<file path="src/rtl/nib_acc_pkg.sv">
package nib_acc_pkg;

   typedef enum logic [3:0] {
      OP_NOP  = 4'h0,
      OP_ADC  = 4'h1,
      OP_ADDM = 4'h2,
      OP_ADDI = 4'h3,
      OP_AND  = 4'h4,
      OP_OR   = 4'h5,
      OP_RAR  = 4'h6,
      OP_SETC = 4'h7,
      OP_CLRC = 4'h8,
      OP_A2B  = 4'h9,
      OP_B2A  = 4'hA,
      OP_BA2E = 4'hB,
      OP_E2BA = 4'hC,
      OP_LDD  = 4'hD,
      OP_LDI  = 4'hE,
      OP_RSV  = 4'hF
   } acc_op_e;

   function automatic logic op_writes_carry(acc_op_e op);
      return (op == OP_ADC) || (op == OP_RAR) || (op == OP_SETC) || (op == OP_CLRC);
   endfunction

endpackage

</file>
<file path="src/rtl/nib_alu.sv">
module nib_alu
   import nib_acc_pkg::*;
#(
   parameter int DW         = 4,
   parameter bit RIPPLE_ADD = 1'b1
) (
   input  acc_op_e        op,
   input  logic [DW-1:0]  a,
   input  logic [DW-1:0]  m,
   input  logic [DW-1:0]  imm,
   input  logic           cy,
   output logic [DW-1:0]  a_nxt,
   output logic           a_we,
   output logic           cy_nxt,
   output logic           cy_we,
   output logic           skip_nxt
);

   logic [DW-1:0] opnd;
   logic          cin;
   logic [DW-1:0] sum;
   logic          cout;

   assign opnd = (op == OP_ADDI) ? imm : m;
   assign cin  = (op == OP_ADC) ? cy : 1'b0;

   generate
      if (RIPPLE_ADD) begin : g_ripple
         logic [DW:0] c;
         assign c[0] = cin;
         for (genvar i = 0; i < DW; i++) begin : g_bit
            assign sum[i]   = a[i] ^ opnd[i] ^ c[i];
            assign c[i+1]   = (a[i] & opnd[i]) | (c[i] & (a[i] ^ opnd[i]));
         end
         assign cout = c[DW];
      end else begin : g_behav
         logic [DW:0] wide;
         assign wide = {1'b0, a} + {1'b0, opnd} + {{DW{1'b0}}, cin};
         assign sum  = wide[DW-1:0];
         assign cout = wide[DW];
      end
   endgenerate

   always_comb begin
      a_nxt    = a;
      a_we     = 1'b0;
      cy_nxt   = cy;
      skip_nxt = 1'b0;
      unique case (op)
         OP_ADC: begin
            a_nxt  = sum;
            a_we   = 1'b1;
            cy_nxt = cout;
         end
         OP_ADDM: begin
            a_nxt = sum;
            a_we  = 1'b1;
         end
         OP_ADDI: begin
            a_nxt    = sum;
            a_we     = 1'b1;
            skip_nxt = cout;
         end
         OP_AND: begin
            a_nxt = a & m;
            a_we  = 1'b1;
         end
         OP_OR: begin
            a_nxt = a | m;
            a_we  = 1'b1;
         end
         OP_RAR: begin
            a_nxt  = {cy, a[DW-1:1]};
            a_we   = 1'b1;
            cy_nxt = a[0];
         end
         OP_SETC: cy_nxt = 1'b1;
         OP_CLRC: cy_nxt = 1'b0;
         default: ;
      endcase
   end

   assign cy_we = op_writes_carry(op);

endmodule

</file>
<file path="src/rtl/nib_xfer.sv">
module nib_xfer
   import nib_acc_pkg::*;
#(
   parameter int DW = 4,
   parameter int PW = 3,
   localparam int EW = 2 * DW
) (
   input  acc_op_e        op,
   input  logic [DW-1:0]  a,
   input  logic [DW-1:0]  b,
   input  logic [EW-1:0]  e,
   input  logic [DW-1:0]  imm,
   output logic [DW-1:0]  a_nxt,
   output logic           a_we,
   output logic [DW-1:0]  b_nxt,
   output logic           b_we,
   output logic [EW-1:0]  e_nxt,
   output logic           e_we,
   output logic [PW-1:0]  d_nxt,
   output logic           d_we
);

   always_comb begin
      a_nxt = a;
      a_we  = 1'b0;
      b_nxt = b;
      b_we  = 1'b0;
      e_nxt = e;
      e_we  = 1'b0;
      d_nxt = imm[PW-1:0];
      d_we  = 1'b0;
      unique case (op)
         OP_A2B: begin
            b_nxt = a;
            b_we  = 1'b1;
         end
         OP_B2A: begin
            a_nxt = b;
            a_we  = 1'b1;
         end
         OP_BA2E: begin
            e_nxt = {b, a};
            e_we  = 1'b1;
         end
         OP_E2BA: begin
            b_nxt = e[EW-1:DW];
            a_nxt = e[DW-1:0];
            a_we  = 1'b1;
            b_we  = 1'b1;
         end
         OP_LDI: begin
            a_nxt = imm;
            a_we  = 1'b1;
         end
         OP_LDD: d_we = 1'b1;
         default: ;
      endcase
   end

endmodule

</file>
<file path="src/rtl/nib_acc_core.sv">
module nib_acc_core
   import nib_acc_pkg::*;
#(
   parameter int DW         = 4,
   parameter int PW         = 3,
   parameter bit RIPPLE_ADD = 1'b1,
   localparam int EW        = 2 * DW,
   localparam int TW        = PW + DW
) (
   input  logic           clk,
   input  logic           rst_n,
   input  logic [3:0]     op_i,
   input  logic [DW-1:0]  imm_i,
   input  logic [DW-1:0]  mem_i,
   output logic [DW-1:0]  acc_o,
   output logic           cy_o,
   output logic [DW-1:0]  b_o,
   output logic [EW-1:0]  e_o,
   output logic [PW-1:0]  d_o,
   output logic [TW-1:0]  tab_addr_o,
   output logic           skip_o
);

   generate
      if (DW < 2) begin : g_bad_dw
         $error("nib_acc_core: DW must be at least 2");
      end
      if (PW < 1 || PW > DW) begin : g_bad_pw
         $error("nib_acc_core: PW must lie in 1..DW");
      end
   endgenerate

   acc_op_e op;
   assign op = acc_op_e'(op_i);

   logic [DW-1:0] a_q, b_q;
   logic [EW-1:0] e_q;
   logic [PW-1:0] d_q;
   logic          cy_q, skip_q;

   logic [DW-1:0] alu_a_nxt;
   logic          alu_a_we, alu_cy_nxt, alu_cy_we, alu_skip;
   logic [DW-1:0] x_a_nxt, x_b_nxt;
   logic          x_a_we, x_b_we, x_e_we, x_d_we;
   logic [EW-1:0] x_e_nxt;
   logic [PW-1:0] x_d_nxt;

   nib_alu #(.DW(DW), .RIPPLE_ADD(RIPPLE_ADD)) u_alu (
      .op       (op),
      .a        (a_q),
      .m        (mem_i),
      .imm      (imm_i),
      .cy       (cy_q),
      .a_nxt    (alu_a_nxt),
      .a_we     (alu_a_we),
      .cy_nxt   (alu_cy_nxt),
      .cy_we    (alu_cy_we),
      .skip_nxt (alu_skip)
   );

   nib_xfer #(.DW(DW), .PW(PW)) u_xfer (
      .op    (op),
      .a     (a_q),
      .b     (b_q),
      .e     (e_q),
      .imm   (imm_i),
      .a_nxt (x_a_nxt),
      .a_we  (x_a_we),
      .b_nxt (x_b_nxt),
      .b_we  (x_b_we),
      .e_nxt (x_e_nxt),
      .e_we  (x_e_we),
      .d_nxt (x_d_nxt),
      .d_we  (x_d_we)
   );

   always_ff @(posedge clk or negedge rst_n) begin
      if (!rst_n) begin
         a_q    <= '0;
         b_q    <= '0;
         e_q    <= '0;
         d_q    <= '0;
         cy_q   <= 1'b0;
         skip_q <= 1'b0;
      end else begin
         if (alu_a_we)     a_q <= alu_a_nxt;
         else if (x_a_we)  a_q <= x_a_nxt;
         if (x_b_we)       b_q <= x_b_nxt;
         if (x_e_we)       e_q <= x_e_nxt;
         if (x_d_we)       d_q <= x_d_nxt;
         if (alu_cy_we)    cy_q <= alu_cy_nxt;
         skip_q <= alu_skip;
      end
   end

   assign acc_o      = a_q;
   assign cy_o       = cy_q;
   assign b_o        = b_q;
   assign e_o        = e_q;
   assign d_o        = d_q;
   assign skip_o     = skip_q;
   assign tab_addr_o = {d_q, a_q};

endmodule

</file>
<file path="config.mk">
export PLATFORM = sky130hd
export DESIGN_NAME = nib_acc_core
export DESIGN_NICKNAME = d
export VERILOG_FILES = /design/src/rtl/nib_acc_pkg.sv /design/src/rtl/nib_alu.sv /design/src/rtl/nib_xfer.sv /design/src/rtl/nib_acc_core.sv
export SDC_FILE = /design/constraint.sdc
export NUM_CORES = 1
export LEC_CHECK = 0
export BUFFER_PORTS_ARGS = -buffer_cell sky130_fd_sc_hd__clkbuf_2
export CORE_MARGIN = 3
export CORE_UTILIZATION = 40
export CTS_CLUSTER_SIZE = 28
export DETAILED_ROUTE_END_ITERATION = 10
export SYNTH_ARGS = -nofsm -noshare
export SYNTH_HDL_FRONTEND = slang
export SYNTH_SLANG_ARGS = --single-unit
</file>
<file path="constraint.sdc">
create_clock -name clk -period 3.7 [get_ports clk]
set_clock_uncertainty 0.1 [all_clocks]
set_input_delay 0.555 -clock clk [delete_from_list [all_inputs] [get_ports clk]]
set_output_delay 0.555 -clock clk [all_outputs]
set_load 0.01 [all_outputs]
</file>
## Word-level counts from Yosys, hierarchy flattened

Cells that the tools add are included.

| word-level totals | value |
|---|---|
| flip-flop bits (word level) | 21 |
| input port bits | 14 |
| output and inout port bits | 28 |
| word-level logic and storage cells | 72 |

| operators by class | value |
|---|---|
| eq/ne operators | 15 |
| muxes and demuxes | 14 |
| bitwise operators | 22 |
| reduce and logical (&&, ||, !) cells | 15 |

Operator list:

| operator | count |
|---|---|
| == test 4 bit (second input constant) | 7 |
| == test 4 x 3 -> 1 bit (second input constant) | 4 |
| one-hot mux 4 bit (4 select lines) | 1 |
| two-way mux 4 bit | 3 |
| one-hot mux 4 bit (3 select lines) | 1 |
| AND 1 bit | 8 |
| == test 4 x 2 -> 1 bit (second input constant) | 2 |
| one-hot mux 4 bit (2 select lines) | 1 |
| nonzero test 4 bit | 2 |
| bitwise XOR 1 bit | 8 |
| two-way mux 1 bit | 7 |
| AND reduction 2 bit | 3 |
| OR reduction 3 bit | 2 |
| OR reduction 6 bit | 1 |
| inequality test 5 x 2 -> 1 bit (second input constant) | 1 |
| AND 4 bit | 1 |
| == test 4 x 1 -> 1 bit (second input constant) | 1 |
| OR 1 bit | 4 |
| OR 4 bit | 1 |
| one-hot mux 1 bit (4 select lines) | 1 |
| nonzero test 2 bit | 2 |
| logical OR 1 bit | 3 |
| AND reduction 3 bit | 1 |
| OR reduction 2 bit | 1 |

## Logic depth before layout (Yosys ltp)

Gate-level depths: netlist of run 1.

| depth | value |
|---|---|
| depth in word-level cells | 12 |
| mapped depth | 14 |
| depth with buffers taken out | 13 |

## Cells and area by module

From an unflattened synthesis of run 1, not the netlist that was laid out.

| unflattened totals | value |
|---|---|
| cell total of the unflattened synthesis | 174 |
| area, all modules | 1744.2 µm² |

Modules (own cells, without submodules):

| module | instances | cells an instance | area each (µm²) | sequential area each (µm²) |
|---|---|---|---|---|
| nib_acc_core | 1 | 58 | 882.1 | 525.5 |
| nib_alu | 1 | 61 | 471.7 | 0.0 |
| nib_xfer | 1 | 55 | 390.4 | 0.0 |

## Worst setup path before layout of run 1

No wires, ideal clock.

| timing path | value |
|---|---|
| kind | input-to-reg |
| from | input port op_i[0] |
| to | register a_q[3] (netlist: acc_o[3]) |
| setup time | 0.126 ns |
| arrival time | 3.233 ns |
| required time | 3.474 ns |
| path slack | 0.241 ns |
| stages on the path | 13 |
| buffers on the path | 1 |
| path through | buf_4 > inv_2 > nor4_4 > mux2_1 > fa_1 > inv_1 > fa_1 > fa_1 > inv_1 > fa_1 > a21oi_1 > o22ai_1 > o32a_1 |

| on the way | value |
|---|---|
| longest elaborated chain between the ends | 12 |
| elaborated cells between the ends (all ways) | 38 |
| classes of those cells | 10 x eq/ne; 8 x mux; 14 x bitwise; 6 x reduce/logical |

Ends and longest elaborated chain:

| what | RTL line | text |
|---|---|---|
| from (decl) | nib_acc_core.sv:12 | `input logic [3:0] op_i,` |
| == test 4 x 2 -> 1 bit | nib_alu.sv:24, nib_alu.sv:49 |  |
| two-way mux 4 bit | nib_alu.sv:24 | `assign opnd = (op == OP_ADDI) ? imm : m;` |
| bitwise XOR 1 bit | nib_alu.sv:33 | `assign c[i+1] = (a[i] & opnd[i]) \| (c[i] & (a[i] ^ opnd[i]));` |
| AND 1 bit | nib_alu.sv:33 |  |
| OR 1 bit | nib_alu.sv:33 |  |
| AND 1 bit | nib_alu.sv:33 |  |
| OR 1 bit | nib_alu.sv:33 |  |
| AND 1 bit | nib_alu.sv:33 |  |
| OR 1 bit | nib_alu.sv:33 |  |
| bitwise XOR 1 bit | nib_alu.sv:32 | `assign sum[i] = a[i] ^ opnd[i] ^ c[i];` |
| one-hot mux 4 bit (4 select lines) | nib_alu.sv:49 | `unique case (op)` |
| two-way mux 4 bit | nib_acc_core.sv:86 | `if (alu_a_we) a_q <= alu_a_nxt;` |
| to (signal assigned) | nib_acc_core.sv:86 |  |
| to (signal assigned) | nib_acc_core.sv:87 | `else if (x_a_we) a_q <= x_a_nxt;` |
| to (decl) | nib_acc_core.sv:36 | `logic [DW-1:0] a_q, b_q;` |

Parallel ways exist; a longest one is shown, timed or not. The select of a mux whose other input is x is not followed.
A chain may end at the register's enable or synchronous reset.

## Worst setup path after layout of run 1

| timing path | value |
|---|---|
| from | input port op_i[1] |
| to | register cy_q (netlist: cy_o) |

| on the way | value |
|---|---|
| longest elaborated chain between the ends | 12 |
| elaborated cells between the ends (all ways) | 29 |
| classes of those cells | 5 x eq/ne; 3 x mux; 16 x bitwise; 5 x reduce/logical |

Ends and longest elaborated chain:

| what | RTL line | text |
|---|---|---|
| == test 4 x 2 -> 1 bit | nib_alu.sv:24 |  |
| two-way mux 4 bit | nib_alu.sv:24 |  |
| bitwise XOR 1 bit | nib_alu.sv:33 |  |
| AND 1 bit | nib_alu.sv:33 |  |
| OR 1 bit | nib_alu.sv:33 |  |
| AND 1 bit | nib_alu.sv:33 |  |
| OR 1 bit | nib_alu.sv:33 |  |
| AND 1 bit | nib_alu.sv:33 |  |
| OR 1 bit | nib_alu.sv:33 |  |
| AND 1 bit | nib_alu.sv:33 |  |
| OR 1 bit | nib_alu.sv:33 |  |
| one-hot mux 1 bit (4 select lines) | nib_alu.sv:49 |  |
| to (signal assigned) | nib_acc_core.sv:91 | `if (alu_cy_we) cy_q <= alu_cy_nxt;` |
| to (decl) | nib_acc_core.sv:39 | `logic cy_q, skip_q;` |

Parallel ways exist; a longest one is shown, timed or not.

==> results of run 1 <==
worst max-delay path: cells and delay by family:
family                     cells  cell delay (ns)
AOI/OAI and AO/OA              3             0.47
and+or+nand+nor                2             0.51
buffers and inverters          4             0.29
muxes                          1             0.38
adders and majority gates      4             1.10
sequential cells by signal (all words and copies together), names as in the netlist:
register	cells
acc_o	4
d_o	3
b_o	4
skip_o	1
cy_o	1
e_o	8
per-stage QoR:
step	worst slack [ns]	util, %	cells	cell area [sq um]	power, uW
2_1_floorplan	0.241	-	145	1420	574
5_1_grt	0.346	48.6	226	1650	875
6_report	0.497	48.6	226	1650	802
3_3_place_gp	0.223	47.8	222	1620	687
4_1_cts	0.509	48.6	226	1650	816
3_5_place_dp	0.165	47.8	222	1620	695
per-layer routing:
layer | up-vias | track usage (%) | wire, microns
met5 | - | 0 | 0
met4 | 0 | 4.92 | 38
met3 | 4 | 4.27 | 252
met2 | 50 | 28.3 | 1600
met1 | 589 | 23.7 | 1480
li1 | 590 | - | -
power by group through the flow:
stage	logic, uW	clock network, uW	registers [uW]
finish	314	117	371
global route	355	135	384
CTS	318	124	374
detailed placement	316	0	378
global placement	316	0	371
floorplan	180	0	394
cells in the final DEF (no fill, tap or decap), types with 2 or more instances in the layout:
cell type,count
dfrtp_1,21
and3_1,3
mux2_1,2
a221o_1,2
clkbuf_2,41
fa_1,4
nand2_1,13
nor3_1,2
mux2_2,9
o21ai_0,13
buf_4,6
a22oi_1,3
o32ai_1,4
inv_2,2
o22ai_1,3
a21oi_1,9
inv_1,5
clkbuf_4,3
nor2_1,8
o21a_1,2
mux2i_1,9
cell families (layout without fill, tap and decap cells):
kind of cell / count (synthesis) / after routing
compound gates: 41 / 41
simple gates: 35 / 35
buf+inv: 23 / 58
flops: 21 / 21
mux: 20 / 20
fa+ha+maj: 5 / 5
area by class of cell:
| class | count | area share (%) |
|---|---|---|
| Multi-Input combinational cell | 101 | 46.2 |
| Timing Repair Buffer | 47 | 15.2 |
| Sequential cell | 21 | 31.9 |
| Inverter | 7 | 1.59 |
| Clock buffer | 3 | 1.37 |
| Tap cell | 46 | 3.49 |
| Clock inverter | 1 | 0.304 |
path summary, 6_finish.rpt:
path | from | end | slack (ns)
setup / recovery | op_i[1] | cy_o$_DFFE_PN0P_ | 0.50
hold / removal | rst_n | skip_o$_DFF_PN0_ | 0.09
setup reg to reg | acc_o[0]$_DFFE_PN0P_ | acc_o[3]$_DFFE_PN0P_ | 0.91
hold reg to reg | e_o[7]$_DFFE_PN0N_ | b_o[3]$_DFFE_PN0P_ | 0.42
max in group asynchronous | rst_n | e_o[1]$_DFFE_PN0N_ | 3.03
min in group clk | imm_i[1] | d_o[1]$_DFFE_PN0N_ | 0.40
==> results.json, run 1 <==
{
  "overflow": 0,
  "cts_tree": "built",
  "synth_top_area_cell": "dfrtp_1",
  "period_share_pct": 86.6,
  "io_buffer_count": 41,
  "ios": 42,
  "r2r_cells": 9,
  "vias": 1233,
  "crit_slowest_cell": "fa_1",
  "synthSimpleGateAreaFrac_pct": 13.0,
  "powerDensity_mw_per_mm2": 486,
  "setup_viol": 0,
  "ant_nets": 0,
  "cp_cell_sequence": "clkbuf_2, inv_2, nor4_4, mux2_1, fa_1, inv_1, fa_1, fa_1, inv_1, fa_1, nor3b_1, a21oi_1, o32ai_1, o32ai_1",
  "synthCells": 145,
  "worstPathArrival_ns": 3.31,
  "seq_area_sq_um": 526,
  "cts_buffer_depth": 2,
  "synth_top_family_by_area": "compound AO/OA/AOI/OAI gates",
  "cts.reportedPaths.clkPinSlew_ns": 0.13,
  "synth_area_per_cell_sq_um": 9.80,
  "worst_pin_slew_ns": 0.550,
  "synth_adder_area_share_pct": 6.34,
  "ir_drop_mv": 0.236,
  "crit_path_end_kind": "flop",
  "viasPerCell": 5.46,
  "numCtsBuffers": 3,
  "dp_hpwl_microns": 2530,
  "layout-drive-gt1-share_pct": 36.7,
  "worstPathRequired_ns": 3.80,
  "power_switching_uw": 313,
  "pwr-share-comb_pct": 39.1,
  "maxSlewHeadroom_pct": 63.3,
  "crit_path_frequent_cell": "fa_1",
  "synthDominantCellAreaShare_pct": 37.0,
  "slowest_delay_ns": 0.39,
  "synth_compound_area_share_pct": 19.1,
  "cts_setup_buffers": 0,
  "rows": 21,
  "die_area_sq_mm": 0.00430,
  "grt_antenna_before_repair": 0,
  "p_seq_share_pct": 46.3,
  "worstSetupStartpointType": "input pin",
  "syn_area_sq_mm": 0.00142,
  "final_max_slew_viol_count": 0,
  "start_util_pct": 41.9,
  "cts_resized": 0,
  "synth_xor_area_share_pct": 0,
  "yosysWarnings": 0,
  "layout.nets": 199,
  "cts_root_buffer": "clkbuf_4",
  "maxClockFrequency_ghz": 0.312,
  "synth_nets": 163,
  "dr.pass1.iters": 4,
  "switching_share_pct": 39.0,
  "synth-seq-cells": 21,
  "yosysSeqAreaShare_pct": 37.0,
  "synthMuxAreaShare_pct": 15.1,
  "fin_crit_ns": 3.20,
  "synthDistinctLibCells": 37,
  "holdWs_ns": 0.0922,
  "power_frac_clock_pct": 14.6,
  "multi_input_area_sq_um": 761,
  "dieWidth_microns": 65.6,
  "max_cap_violations": 0,
  "synthFlopType": "dfrtp_1",
  "n_fill_cell": 328,
  "clkLatencyLatePin_ns": 0.32,
  "drc": 0,
  "rsz0062_at_grt": "false",
  "post_drt_wl_per_cell_microns": 14.9,
  "yosys-top-cells-area": "dfrtp_1 (37%), mux2_2 (7.1%), mux2i_1 (6.3%), fa_1 (5.6%), buf_4 (4.8%)",
  "coreArea_sq_mm": 0.00339,
  "yosysMostFrequentCell": "dfrtp_1",
  "synth_edf_count": 0,
  "hold_viol_final": 0,
  "diodes": 0,
  "cts.sinks": 21,
  "die_h_microns": 65.6,
  "ctsHoldBuffers": 0,
  "wirelength_microns": 3380,
  "grt_pass1_vias": 1209,
  "outcome": "completed",
  "cts-htree-levels": 1,
  "worstHoldPathType": "in2async",
  "async_flop_share_pct": 100,
  "grt_use_total_pct": 17.7,
  "p_int_uw": 489,
  "grt_pass1_wl_microns": 5870,
  "setup-tns-final_ns": 0,
  "synth_commonest_cells": "dfrtp_1 (21), nand2_1 (13), o21ai_0 (13)",
  "gp_congestion": 0.886,
  "path_class": "in2reg",
  "area_delta_synth_final_pct": 15.9,
  "cp_max_fo": 7,
  "grt_max_degree": 22,
  "drtIter0Drc": 123,
  "cellLeakagePower_uw": 0.000764
}
No activity file was read; power rests on OpenSTA's default activity.
==> run 2, diff against run 1 <==
--- a/config.mk
+++ b/config.mk
@@ -6,10 +6,12 @@
 export NUM_CORES = 1
 export LEC_CHECK = 0
 export BUFFER_PORTS_ARGS = -buffer_cell sky130_fd_sc_hd__clkbuf_2
+export CAP_MARGIN = 5
 export CORE_MARGIN = 3
 export CORE_UTILIZATION = 40
 export CTS_CLUSTER_SIZE = 28
 export DETAILED_ROUTE_END_ITERATION = 10
+export RECOVER_POWER = 25
 export SYNTH_ARGS = -nofsm -noshare
 export SYNTH_HDL_FRONTEND = slang
 export SYNTH_SLANG_ARGS = --single-unit
==> run 2 against run 1 <==
Effect of this change: clock power hardly changed; sequential share of layout area hardly changed; critical path depth stayed put.
==> results.json, run 2 (synthesis results as in run 1) <==
{
  "outcome": "completed",
  "vias": 1233,
  "diodes": 0,
  "maxClockFrequency_ghz": 0.312,
  "io_buffer_count": 41,
  "gp_congestion": 0.886,
  "multi_input_area_sq_um": 761,
  "cts.reportedPaths.clkPinSlew_ns": 0.13,
  "path_class": "in2reg",
  "final_common_cell": "clkbuf_2",
  "largest_reg_flops": 8,
  "r2r-start": "acc_o[0]$_DFFE_PN0P_",
  "met1_usage_pct": 23.7,
  "drtIter0Drc": 123,
  "ir_drop_mv": 0.236,
  "rsz0062_at_grt": "false",
  "crit_buf_inv": 4,
  "grt_antenna_before_repair": 0,
  "clkLatencyLatePin_ns": 0.32,
  "cts-htree-levels": 1,
  "post_drt_wl_per_cell_microns": 14.9,
  "cellLeakagePower_uw": 0.000761,
  "die_h_microns": 65.6,
  "start_util_pct": 41.9,
  "crit_family": "adder cells",
  "cp-startpoint": "op_i[1]",
  "crit_path_end_kind": "flop",
  "worst_pin_slew_ns": 1.17,
  "worstSetupStartpointType": "input pin",
  "crit_slowest_cell": "fa_1",
  "layout.nets": 199,
  "finalWorstSetupSlack_ns": 0.497,
  "cts_buffer_depth": 2,
  "n_fill_cell": 329,
  "use_met3_pct": 4.27,
  "grt_max_degree": 22,
  "ctsHoldBuffers": 0,
  "hold_viol_final": 0,
  "worstPathArrival_ns": 3.31,
  "grt.busiest_layer": "met2",
  "final_max_slew_viol_count": 0,
  "grt_use_total_pct": 17.7,
  "fin_crit_ns": 3.20,
  "ios": 42,
  "cts.sinks": 21,
  "setup_viol": 0,
  "worstHoldPathType": "in2async",
  "cp_cell_sequence": "clkbuf_2, inv_2, nor4_4, mux2_1, fa_1, inv_1, fa_1, fa_1, inv_1, fa_1, nor3b_1, a21oi_1, o32ai_1, o32ai_1",
  "worstPathRequired_ns": 3.80,
  "dr.pass1.iters": 4,
  "pre_cts_ws_ns": 0.165,
  "maxSlewHeadroom_pct": 21.8,
  "cts_root_buffer": "clkbuf_4",
  "seq_area_sq_um": 526,
  "slowest_delay_ns": 0.39,
  "crit_path_frequent_cell": "fa_1",
  "cts_tree": "built",
  "cts_resized": 0,
  "cts_setup_buffers": 0,
  "ant_nets": 0,
  "grt_pass1_wl_microns": 5870,
  "viasPerCell": 5.46,
  "rows": 21,
  "area_delta_synth_final_pct": 15.8,
  "dp_hpwl_microns": 2530,
  "final_cell_mix": "clkbuf_2 (40), dfrtp_1 (21), nand2_1 (13), o21ai_0 (13)",
  "coreArea_sq_mm": 0.00339,
  "layout-drive-gt1-share_pct": 36.1,
  "powerDensity_mw_per_mm2": 487,
  "die_area_sq_mm": 0.00430,
  "numCtsBuffers": 3,
  "period_share_pct": 86.6,
  "gr-usage-met2_pct": 28.3,
  "overflow": 0,
  "setup-tns-final_ns": 0,
  "dieWidth_microns": 65.6,
  "cp_max_fo": 7,
  "wirelength_microns": 3370,
  "grt_pass1_vias": 1209,
  "drc": 0,
  "max_cap_violations": 0
}
run 2: cell type report:
cell class,count,share of cell area [%]
well taps,46,3.50
multi-input cells,101,46.2
inverters,7,1.60
clock buffers,3,1.37
clock inverters,1,0.304
repair buffers,47,15.1
flip-flops and latches,21,31.9
run 2: metrics by stage:
| stage | cell area, sq um | hold WS (ns) | instances | utilization [%] | power (uW) |
|---|---|---|---|---|---|
| after CTS | 1650 | 0.106 | 226 | 48.6 | 816 |
| after floorplan | 1420 | 0.159 | 145 | - | 574 |
| final | 1650 | 0.335 | 226 | 48.6 | 801 |
| after detailed placement | 1620 | 0.392 | 222 | 47.8 | 695 |
| after global routing | 1650 | 0.399 | 226 | 48.6 | 874 |
| after global placement | 1620 | 0.380 | 222 | 47.8 | 687 |
run 2: final timing paths:
check / to / slack, ns / cells past startpoint
worst max-delay path: cy_o$_DFFE_PN0P_ / 0.50 / 14
worst min register to register: b_o[3]$_DFFE_PN0P_ / 0.42 / 2
worst min-delay path: skip_o$_DFF_PN0_ / 0.33 / 1
worst max register to register: acc_o[3]$_DFFE_PN0P_ / 0.91 / 9
min in group clk: d_o[1]$_DFFE_PN0N_ / 0.40 / 2
max in group asynchronous: e_o[1]$_DFFE_PN0N_ / 2.46 / 1
run 2: layer usage:
metal  vias to the layer above  wire length [microns]  part of all wire, %
met4                         0                     38                  1.1
met1                       589                   1480                   44
met5                         -                      0                    0
li1                        590                      -                    -
met3                         4                    251                  7.4
met2                        50                   1600                   48
run 2: where the power goes:
group          internal (uW)  switching, uW  leakage, uW
registers                297           73.5     0.000261
clock network           40.5           76.5    0.0000177
logic                    151            163     0.000482
total                    488            313     0.000761
